## src/rtl/qdr2_pkg.sv

```systemverilog
`timescale 1ns/1ps
package qdr2_pkg;
  // Phase of the coming clock edge.
  typedef enum logic {
    PH_KN = 1'b0,
    PH_K  = 1'b1
  } phase_e;

  // Edges between a read command and the edge that registers its first word.
  localparam int unsigned RD_LAT_EDGES = 3;
endpackage

```

## src/rtl/qdr2_phase.sv

```systemverilog
`timescale 1ns/1ps
module qdr2_phase
  import qdr2_pkg::*;
(
  input  logic   clk,
  input  logic   rst_n,
  output phase_e ph
);
  // The first edge after reset is a read-phase edge.
  always_ff @(posedge clk or negedge rst_n) begin
    if (!rst_n) ph <= PH_K;
    else        ph <= (ph == PH_K) ? PH_KN : PH_K;
  end
endmodule

```

## src/rtl/qdr2_wr_path.sv

```systemverilog
`timescale 1ns/1ps
module qdr2_wr_path
  import qdr2_pkg::*;
#(
  parameter int unsigned ADDR_W = 6,
  parameter int unsigned DATA_W = 8,
  parameter int unsigned LANES  = 2
) (
  input  logic              clk,
  input  logic              rst_n,
  input  phase_e            ph,
  input  logic [ADDR_W-1:0] addr,
  input  logic              wr_sel_n,
  input  logic [DATA_W-1:0] wdata,
  input  logic [LANES-1:0]  bw_n,
  output logic              cap_vld,
  output logic [ADDR_W:0]   cap_idx,
  output logic [DATA_W-1:0] cap_data,
  output logic [LANES-1:0]  cap_be
);
  // Command age: one edge ago (word 0 due now), two edges ago (word 1 due now).
  logic              age1_v, age2_v;
  logic [ADDR_W-1:0] age1_a, age2_a;

  always_ff @(posedge clk or negedge rst_n) begin
    if (!rst_n) begin
      age1_v   <= 1'b0;
      age2_v   <= 1'b0;
      age1_a   <= '0;
      age2_a   <= '0;
      cap_vld  <= 1'b0;
      cap_idx  <= '0;
      cap_data <= '0;
      cap_be   <= '0;
    end else begin
      age1_v   <= (ph == PH_KN) && !wr_sel_n;
      age1_a   <= addr;
      age2_v   <= age1_v;
      age2_a   <= age1_a;
      // Input register: the word on this edge, tagged with its slot.
      cap_vld  <= age1_v | age2_v;
      cap_idx  <= age1_v ? {age1_a, 1'b0} : {age2_a, 1'b1};
      cap_data <= wdata;
      cap_be   <= ~bw_n;
    end
  end


  wr_seq_chk: assert property (@(posedge clk) disable iff (!rst_n)
    ((ph == PH_KN) && !wr_sel_n) |=> ##1
      (cap_vld && !cap_idx[0] && (cap_idx[ADDR_W:1] == $past(addr, 2)))
      ##1 (cap_vld && cap_idx[0] && (cap_idx[ADDR_W:1] == $past(addr, 3))));
endmodule

```

## src/rtl/qdr2_rd_path.sv

```systemverilog
`timescale 1ns/1ps
module qdr2_rd_path
  import qdr2_pkg::*;
#(
  parameter int unsigned ADDR_W = 6
) (
  input  logic            clk,
  input  logic            rst_n,
  input  phase_e          ph,
  input  logic [ADDR_W-1:0] addr,
  input  logic            rd_sel_n,
  output logic            rd_fire,
  output logic [ADDR_W:0] rd_idx
);
  localparam int unsigned NST = RD_LAT_EDGES + 1;
  localparam int unsigned W0  = RD_LAT_EDGES - 1;
  localparam int unsigned W1  = RD_LAT_EDGES;

  logic [NST-1:0]    st_v;
  logic [ADDR_W-1:0] st_a [NST];

  always_ff @(posedge clk or negedge rst_n) begin
    if (!rst_n) begin
      st_v <= '0;
      for (int i = 0; i < NST; i++) st_a[i] <= '0;
    end else begin
      st_v     <= {st_v[NST-2:0], (ph == PH_K) && !rd_sel_n};
      st_a[0]  <= addr;
      for (int i = 1; i < NST; i++) st_a[i] <= st_a[i-1];
    end
  end

  assign rd_fire = st_v[W0] | st_v[W1];
  assign rd_idx  = st_v[W0] ? {st_a[W0], 1'b0} : {st_a[W1], 1'b1};


  rd_latency_chk: assert property (@(posedge clk) disable iff (!rst_n)
    ((ph == PH_K) && !rd_sel_n) |-> ##3 (rd_fire && !rd_idx[0])
      ##1 (rd_fire && rd_idx[0]));
endmodule

```

## src/rtl/qdr2_array.sv

```systemverilog
`timescale 1ns/1ps
module qdr2_array #(
  parameter int unsigned ADDR_W = 6,
  parameter int unsigned DATA_W = 8,
  parameter int unsigned LANE_W = 4
) (
  input  logic                     clk,
  input  logic                     rst_n,
  input  logic                     cap_vld,
  input  logic [ADDR_W:0]          cap_idx,
  input  logic [DATA_W-1:0]        cap_data,
  input  logic [DATA_W/LANE_W-1:0] cap_be,
  input  logic                     rd_fire,
  input  logic [ADDR_W:0]          rd_idx,
  output logic [DATA_W-1:0]        rdata,
  output logic                     rvalid
);
  localparam int unsigned LANES = DATA_W / LANE_W;
  localparam int unsigned DEPTH = 1 << (ADDR_W + 1);

  logic [DATA_W-1:0] mem [DEPTH];

  // Commit of the captured word, lane by lane.
  always_ff @(posedge clk) begin
    if (cap_vld) begin
      for (int l = 0; l < LANES; l++) begin
        if (cap_be[l]) mem[cap_idx][l*LANE_W +: LANE_W] <= cap_data[l*LANE_W +: LANE_W];
      end
    end
  end

  // Output register.
  always_ff @(posedge clk or negedge rst_n) begin
    if (!rst_n) begin
      rvalid <= 1'b0;
      rdata  <= '0;
    end else begin
      rvalid <= rd_fire;
      if (rd_fire) rdata <= mem[rd_idx];
    end
  end
endmodule

```

## src/rtl/qdr2_burst_sram.sv

```systemverilog
`timescale 1ns/1ps
module qdr2_burst_sram
  import qdr2_pkg::*;
#(
  parameter int unsigned ADDR_W = 6,
  parameter int unsigned DATA_W = 8,
  parameter int unsigned LANE_W = 4
) (
  input  logic                     clk,
  input  logic                     rst_n,
  output logic                     k_edge,
  input  logic [ADDR_W-1:0]        addr,
  input  logic                     rd_sel_n,
  input  logic                     wr_sel_n,
  input  logic [DATA_W-1:0]        wdata,
  input  logic [DATA_W/LANE_W-1:0] bw_n,
  output logic [DATA_W-1:0]        rdata,
  output logic                     rvalid
);
  localparam int unsigned LANES = DATA_W / LANE_W;

  phase_e            ph;
  logic              cap_vld;
  logic [ADDR_W:0]   cap_idx;
  logic [DATA_W-1:0] cap_data;
  logic [LANES-1:0]  cap_be;
  logic              rd_fire;
  logic [ADDR_W:0]   rd_idx;

  qdr2_phase u_phase (.clk(clk), .rst_n(rst_n), .ph(ph));

  qdr2_wr_path #(.ADDR_W(ADDR_W), .DATA_W(DATA_W), .LANES(LANES)) u_wr (
    .clk(clk), .rst_n(rst_n), .ph(ph), .addr(addr), .wr_sel_n(wr_sel_n),
    .wdata(wdata), .bw_n(bw_n), .cap_vld(cap_vld), .cap_idx(cap_idx),
    .cap_data(cap_data), .cap_be(cap_be)
  );

  qdr2_rd_path #(.ADDR_W(ADDR_W)) u_rd (
    .clk(clk), .rst_n(rst_n), .ph(ph), .addr(addr), .rd_sel_n(rd_sel_n),
    .rd_fire(rd_fire), .rd_idx(rd_idx)
  );

  qdr2_array #(.ADDR_W(ADDR_W), .DATA_W(DATA_W), .LANE_W(LANE_W)) u_mem (
    .clk(clk), .rst_n(rst_n), .cap_vld(cap_vld), .cap_idx(cap_idx),
    .cap_data(cap_data), .cap_be(cap_be), .rd_fire(rd_fire), .rd_idx(rd_idx),
    .rdata(rdata), .rvalid(rvalid)
  );

  assign k_edge = (ph == PH_K);


  out_valid_chk: assert property (@(posedge clk) disable iff (!rst_n)
    (k_edge && !rd_sel_n) |-> ##4 rvalid ##1 rvalid);


  word0_phase_chk: assert property (@(posedge clk) disable iff (!rst_n)
    $rose(rvalid) |-> k_edge);
endmodule

```

## config.mk

```make
export PLATFORM = sky130hd
export DESIGN_NAME = qdr2_burst_sram
export DESIGN_NICKNAME = d
export VERILOG_FILES = /design/src/rtl/qdr2_pkg.sv /design/src/rtl/qdr2_phase.sv /design/src/rtl/qdr2_wr_path.sv /design/src/rtl/qdr2_rd_path.sv /design/src/rtl/qdr2_array.sv /design/src/rtl/qdr2_burst_sram.sv
export SDC_FILE = /design/constraint.sdc
export NUM_CORES = 2
export LEC_CHECK = 0
export ABC_AREA = 1
export CORE_MARGIN = 2
export CORE_UTILIZATION = 45
export CTS_CLUSTER_DIAMETER = 60
export DETAILED_ROUTE_END_ITERATION = 16
export HOLD_SLACK_MARGIN = 0.15
export PLACE_DENSITY = 0.63
export SYNTH_ARGS = -nofsm -noshare
export SYNTH_HDL_FRONTEND = slang
export SYNTH_HIERARCHICAL = 1
export SYNTH_SLANG_ARGS = --single-unit
```

## constraint.sdc

```tcl
create_clock -name clk -period 5.9 [get_ports clk]
set_input_delay 1.475 -clock clk [delete_from_list [all_inputs] [get_ports clk]]
set_output_delay 1.475 -clock clk [all_outputs]
set_load 0.01 [all_outputs]
```

# Yosys cells after proc, flatten, opt, wreduce, memory -nomap -nowiden
# Memories as Yosys holds them, arrays and structs flattened. A register that Yosys moved wholly into a read port is not among the register bits.
# Cells that the tools add are included.
# totals
register_bits,50
latch_bits,0
mem_bits_rw,1024
romBits,0
inputBits,20
output_inout_bits,10
mem_count,1
# mem_list
memory,words,width,rd,rd_clocked_by_memory_dff,write_ports,line_no,source
u_mem.mem,128,8,1,1,1,qdr2_array.sv:21,logic [DATA_W-1:0] mem [DEPTH];
# classes
add_sub_neg,0
n_mul,0
div,0
magnitude_cmp,0
n_eq_ne,0
n_shift,0
muxes,9
n_bitwise,4
n_reduce_logical,5
# op_table
operator,count
$mux W7,2
$mux W1,7
$logic_not A1 Y1,3
$logic_and A1 B1 Y1,2
$not A2 Y2,1
$or A1 B1 Y1,2
$not A1 Y1,1

# Depth between registers and ports, before layout
# depth
depth_word,3
mapped_depth,17
depth_no_buf,13

# By module
# The synthesis kept the hierarchy.
# modules_own_cells
module,instances,cells_each,area_per_inst_um2,seq_area_each_um2
qdr2_array,1,3792,43252.7,30974.7
qdr2_wr_path,1,56,894.6,800.8
qdr2_rd_path,1,51,790.8,700.7
qdr2_phase,1,2,30.0,26.3

# Worst setup path before layout
# Ideal clock, no wire load.
# synth_timing
path_kind,register to register
startpoint,reg u_wr.cap_data[0]
endpoint,"mem u_mem.mem[0][0], data pin"
arrival_time_ps,1728
t_required_ps,5400
slack_ps,3672
path_stages_with_launch,1
path_buffers,0
period_less_slack_ps,2228
cell_sequence,dfrtp_1
# synth_rtl
element,line_no,source
from (decl),qdr2_wr_path.sv:18,"output logic [DATA_W-1:0] cap_data,"
from (signal assigned),qdr2_wr_path.sv:43,cap_data <= wdata;
to (decl),qdr2_array.sv:21,
# No word-level cell before the write port.

# Worst setup path in the final report
# layout_timing
startpoint,reg u_rd.st_v[2]
endpoint,"reg u_mem.rdata[1], read port of u_mem.mem"
# layout_between
elab_chain_cells,1
elab_cells_between_ends,2
cone_classes,mux: 1; bitwise: 1
# layout_lines
element,line_no,source
from (decl),qdr2_rd_path.sv:19,logic [NST-1:0] st_v;
from (signal assigned),qdr2_rd_path.sv:27,"st_v <= {st_v[NST-2:0], (ph == PH_K) && !rd_sel_n};"
$mux W7,qdr2_rd_path.sv:34,"assign rd_idx = st_v[W0] ? {st_a[W0], 1'b0} : {st_a[W1], 1'b1};"
via rd_idx[0],qdr2_burst_sram.sv:28,logic [ADDR_W:0] rd_idx;
to (decl),qdr2_array.sv:15,"output logic [DATA_W-1:0] rdata,"
# The timed path passes the listed nets, and every way through them passes these cells.

==> results <==
- Summing the areas of all and, or, nand and nor instances in the mapped netlist gives 24.0% of the synthesized area.
- The critical path class is reg2reg.
- Measured in cells, the most critical reg-to-reg path has a length of 13.
- The worst slack at placement is 2.19 ns.
- Routability-driven placement finished with a final weighted congestion of 0.903.
- The number of unique standard cell types used by synthesis is 18.
- 30 I/O pins were placed.
- The xor and xnor area share after synthesis is 0%.
- The transition time of the tightest slew-check pin is 1.22 ns.
- Global routing finished with a remaining overflow of 0.
- The initial antenna violation count is 1.
- After routing, the total negative slack on setup checks comes to 0 ns.
- The number of setup buffers added after CTS is 0.
- In this run the worst hold path is classified as reg2reg.
- The number of fill cells is 8,555.
- TritonCTS built the clock tree.
- The flow ran to the end, and the final reports show no timing, DRC or antenna violations.
- By area the synthesized netlist is led by sky130_fd_sc_hd__edfxtp_1, sky130_fd_sc_hd__nand3_1, sky130_fd_sc_hd__nand2_1.
- The mean instance size in the synthesized netlist is 11.5 um2.
- After clock tree synthesis, the repair step resized 0 gates.
- The count of input and output buffers is 29.
- The number of global-route vias before repair is 28,300.
- The combined area of all synthesized cells is 0.0450 mm2.
- Along the worst path, the maximum fanout reaches 124.
- The net count of the finished layout is 3,843.
- The number of buffers on the longest clock path is 3.
- The floorplan row count is 115.
- The count of final hold-check violations came to 0.
- For this run, the leading register cell type out of synthesis is sky130_fd_sc_hd__edfxtp_1.
- In the synthesized netlist the async set-or-reset flop fraction comes to 6.40%.
- The wire length of the first global-routing pass is 179,000 um.
- Once routing completed, OpenROAD measured the worst setup slack at 2.07 ns.
- The detailed-route wire length is 120,000 um.
- Once the floorplan was initialized, standard cells occupied 45.6% of the core.
- The worst setup path is captured at a register.
- Yosys mapped a number of flops with a built-in enable equal to 1,024.
- For this design the ratio of total power to cell area is 328 mW/mm2.
- The deepest level of the CTS H-tree is 3.
- The die is 320 um tall.
- The clock latency on the worst-skew pair is 0.69 ns.
- Counting instances, the worst hold path has a depth of 0.
- The area fraction of the dominant cell type after synthesis is 68.4%.
- The dominant cell type by area after synthesis is sky130_fd_sc_hd__edfxtp_1.
- The initial DRC count is 3,321.
- The final setup violation count is 0.
- The number of optimization iterations in the first detailed-route pass is 6.
- The achievable frequency is 261 MHz.
- Setup repair after global routing left no endpoint under its margin.
- The max capacitance violation total is 0.
- Entering global routing, the biggest net connects 244 pins.
- The total of hold buffers inserted after clock tree synthesis is 0.
- Summing the areas of all fa, ha and maj instances in the mapped netlist gives 0% of the synthesized area.
- The final period utilization is 65.0%.
- The core box area is 0.0987 mm2.
- In the final routed layout, each cell accounts on average for 23.1 um.
- Clock tree synthesis selected as its root buffer the cell sky130_fd_sc_hd__clkbuf_16.
- The count of antenna diodes in the layout is 0.
- The total routing resource utilization after global routing is 23.3%.
- The tree built by TritonCTS fans out to 1,094 sinks.
- Synthesis inferred 1,094 register bits.
- In the synthesized netlist, the number of instances is 3,901.
- The standby leakage power is 17.1 nW.
- After detailed routing, the number of remaining DRC violations is 0.
- During synthesis, Yosys emitted a total of 6 warnings.
- At the worst endpoint, the required time is 6.51 ns.
- The area growth from synthesis to final layout is 10.0%.
- The via density per instance is 5.74.
- In the final layout, the share of cells above drive strength 1 is 6.13%.
- The synthesized-area fraction occupied by ao, oa, aoi and oai cells is 0%.
- The final max-slew violation count is 0.
- The die covers 0.102 mm2.
- In this run the remaining antenna-violating nets after routing total 0.
- The placed wire-length estimate is 70,000 um.
- The net count after synthesis is 3,921.
- The clock-pin transition on the worst setup and hold timing paths is 0.06 ns.
- The combinational family with the most area after synthesis is simple AND/OR/NAND/NOR gates.
- Data on the critical path arrives at its endpoint at 4.45 ns.
- The post-route clock skew is 0.0242 ns.
- The total via count in the routed design is 29,900.
- The worst-case headroom to the max-slew limit is 18.8%.
- IR analysis of the VDD net gives a maximum drop of 257 uV.
- The worst setup path is launched from a register.
- Counting the buffers created by CTS gives 110.
- The register area share after synthesis is 72.3%.
- The portion of synthesized area spent on multiplexers is 0%.
- The final critical path time including I/O delays and setup is 3.83 ns.
- The chip width is 320 um.
-- cells by family after synthesis --
| group | Yosys count |
|---|---|
| buffers and inverters | 301 |
| DFF | 1094 |
| and+or+nand+nor | 2506 |
-- placed cells by master (no fill, tap or decap), types with 27 or more instances in the layout --
master                            Yosys  routed
sky130_fd_sc_hd__buf_4               25      40
sky130_fd_sc_hd__nor3_1              84      80
sky130_fd_sc_hd__nor2_1             196     196
sky130_fd_sc_hd__dfrtp_1             69      61
sky130_fd_sc_hd__edfxtp_1          1024    1024
sky130_fd_sc_hd__nand3_1            986     986
sky130_fd_sc_hd__clkdlybuf4s50_1      0      28
sky130_fd_sc_hd__inv_1               28      27
sky130_fd_sc_hd__clkbuf_16            0     110
sky130_fd_sc_hd__nand2_1           1234    1229
-- registers in the layout, indices dropped and copies added, names as in the netlist --
| name | count |
|---|---|
| u_wr/age1_v | 1 |
| u_mem/rvalid | 1 |
| u_wr/cap_idx | 7 |
| u_wr/cap_vld | 1 |
| u_mem/mem | 1024 |
| u_wr/age1_a | 6 |
| u_phase/ph | 1 |
| u_wr/age2_v | 1 |
| u_wr/cap_data | 8 |
| u_mem/rdata | 8 |
| u_wr/age2_a | 6 |
| u_rd/st_a | 24 |
| u_rd/st_v | 4 |
| u_wr/cap_be | 2 |
-- power by group --
part	internal (mW)	leakage, nW	switching, mW
Sequential	8.52	10.0	0.0933
Combinational	0.150	5.38	0.497
Clock	4.05	1.75	2.91
-- through the flow --
stage                     area, um2  std cells  util (%)  hold slack (ns)  total power [mW]
after CTS                     49500       5202      50.1            0.346              16.3
after global placement        45900       4998      46.5            0.333              9.42
final                         49500       5202      50.1            0.344              16.2
after global routing          49500       5202      50.1            0.351              16.7
after floorplan               45000       3901         -            0.331              9.08
after detailed placement      45900       4998      46.5            0.335              9.42
-- cell type report --
| class | instances | area, um2 | area share (%) |
|---|---|---|---|
| Sequential cell | 1094 | 32500 | 65.8 |
| Multi-Input combinational cell | 2506 | 10900 | 22.0 |
| Clock buffer | 137 | 2900 | 5.87 |
| Tap cell | 1287 | 1610 | 3.26 |
| Timing Repair Buffer | 74 | 701 | 1.42 |
| Clock inverter | 67 | 687 | 1.39 |
| Inverter | 37 | 174 | 0.352 |
-- Yosys cell counts (2+ instances only) --
master                     count
sky130_fd_sc_hd__buf_6        36
sky130_fd_sc_hd__nand3_1     986
sky130_fd_sc_hd__nor2_1      196
sky130_fd_sc_hd__nor3_4        4
sky130_fd_sc_hd__inv_1        28
sky130_fd_sc_hd__inv_2         8
sky130_fd_sc_hd__nor3_1       84
sky130_fd_sc_hd__dfrtp_1      69
sky130_fd_sc_hd__buf_4        25
sky130_fd_sc_hd__buf_2       131
sky130_fd_sc_hd__edfxtp_1   1024
sky130_fd_sc_hd__clkbuf_2      2
sky130_fd_sc_hd__nand2_1    1234
sky130_fd_sc_hd__clkbuf_1     54
sky130_fd_sc_hd__buf_1        16
sky130_fd_sc_hd__or2_1         2
-- metal layers --
metal / up-vias / GRT usage (%) / part of all wire [%]
li1: 13600 / - / -
met1: 14700 / 32.3 / 40
met2: 1438 / 37.7 / 48
met3: 213 / 3.56 / 8.9
met4: 0 / 7.76 / 3.0
met5: - / 0 / 0
-- worst paths after layout --
| path | startpoint | to | slack [ns] |
|---|---|---|---|
| hold reg to reg | u_rd/st_a[20] | u_rd/st_a[14] | 0.34 |
| setup / recovery | u_rd/st_v[2] | u_mem/rdata[1] | 2.07 |
| setup reg to reg | u_rd/st_v[2] | u_mem/rdata[1] | 2.07 |
| max in group asynchronous | rst_n | u_wr/cap_data[3] | 4.30 |
| min in group asynchronous | rst_n | u_wr/cap_data[7] | 0.92 |
| hold / removal | u_rd/st_a[20] | u_rd/st_a[14] | 0.34 |
-- critical path: stages, from the launching register on --
cell	delay, ns
sky130_fd_sc_hd__dfrtp_1	0.58
sky130_fd_sc_hd__inv_8	0.33
sky130_fd_sc_hd__nand2_1	0.22
sky130_fd_sc_hd__nand2_4	0.30
sky130_fd_sc_hd__inv_4	0.60
sky130_fd_sc_hd__buf_4	0.49
sky130_fd_sc_hd__nand3_1	0.17
sky130_fd_sc_hd__nand3_1	0.11
sky130_fd_sc_hd__nand3_1	0.29
sky130_fd_sc_hd__nand2_1	0.15
sky130_fd_sc_hd__nand2_1	0.08
sky130_fd_sc_hd__nand3_1	0.12
sky130_fd_sc_hd__nand3_1	0.11
sky130_fd_sc_hd__nand2_1	0.11
Power figures use the tool's default switching activity.
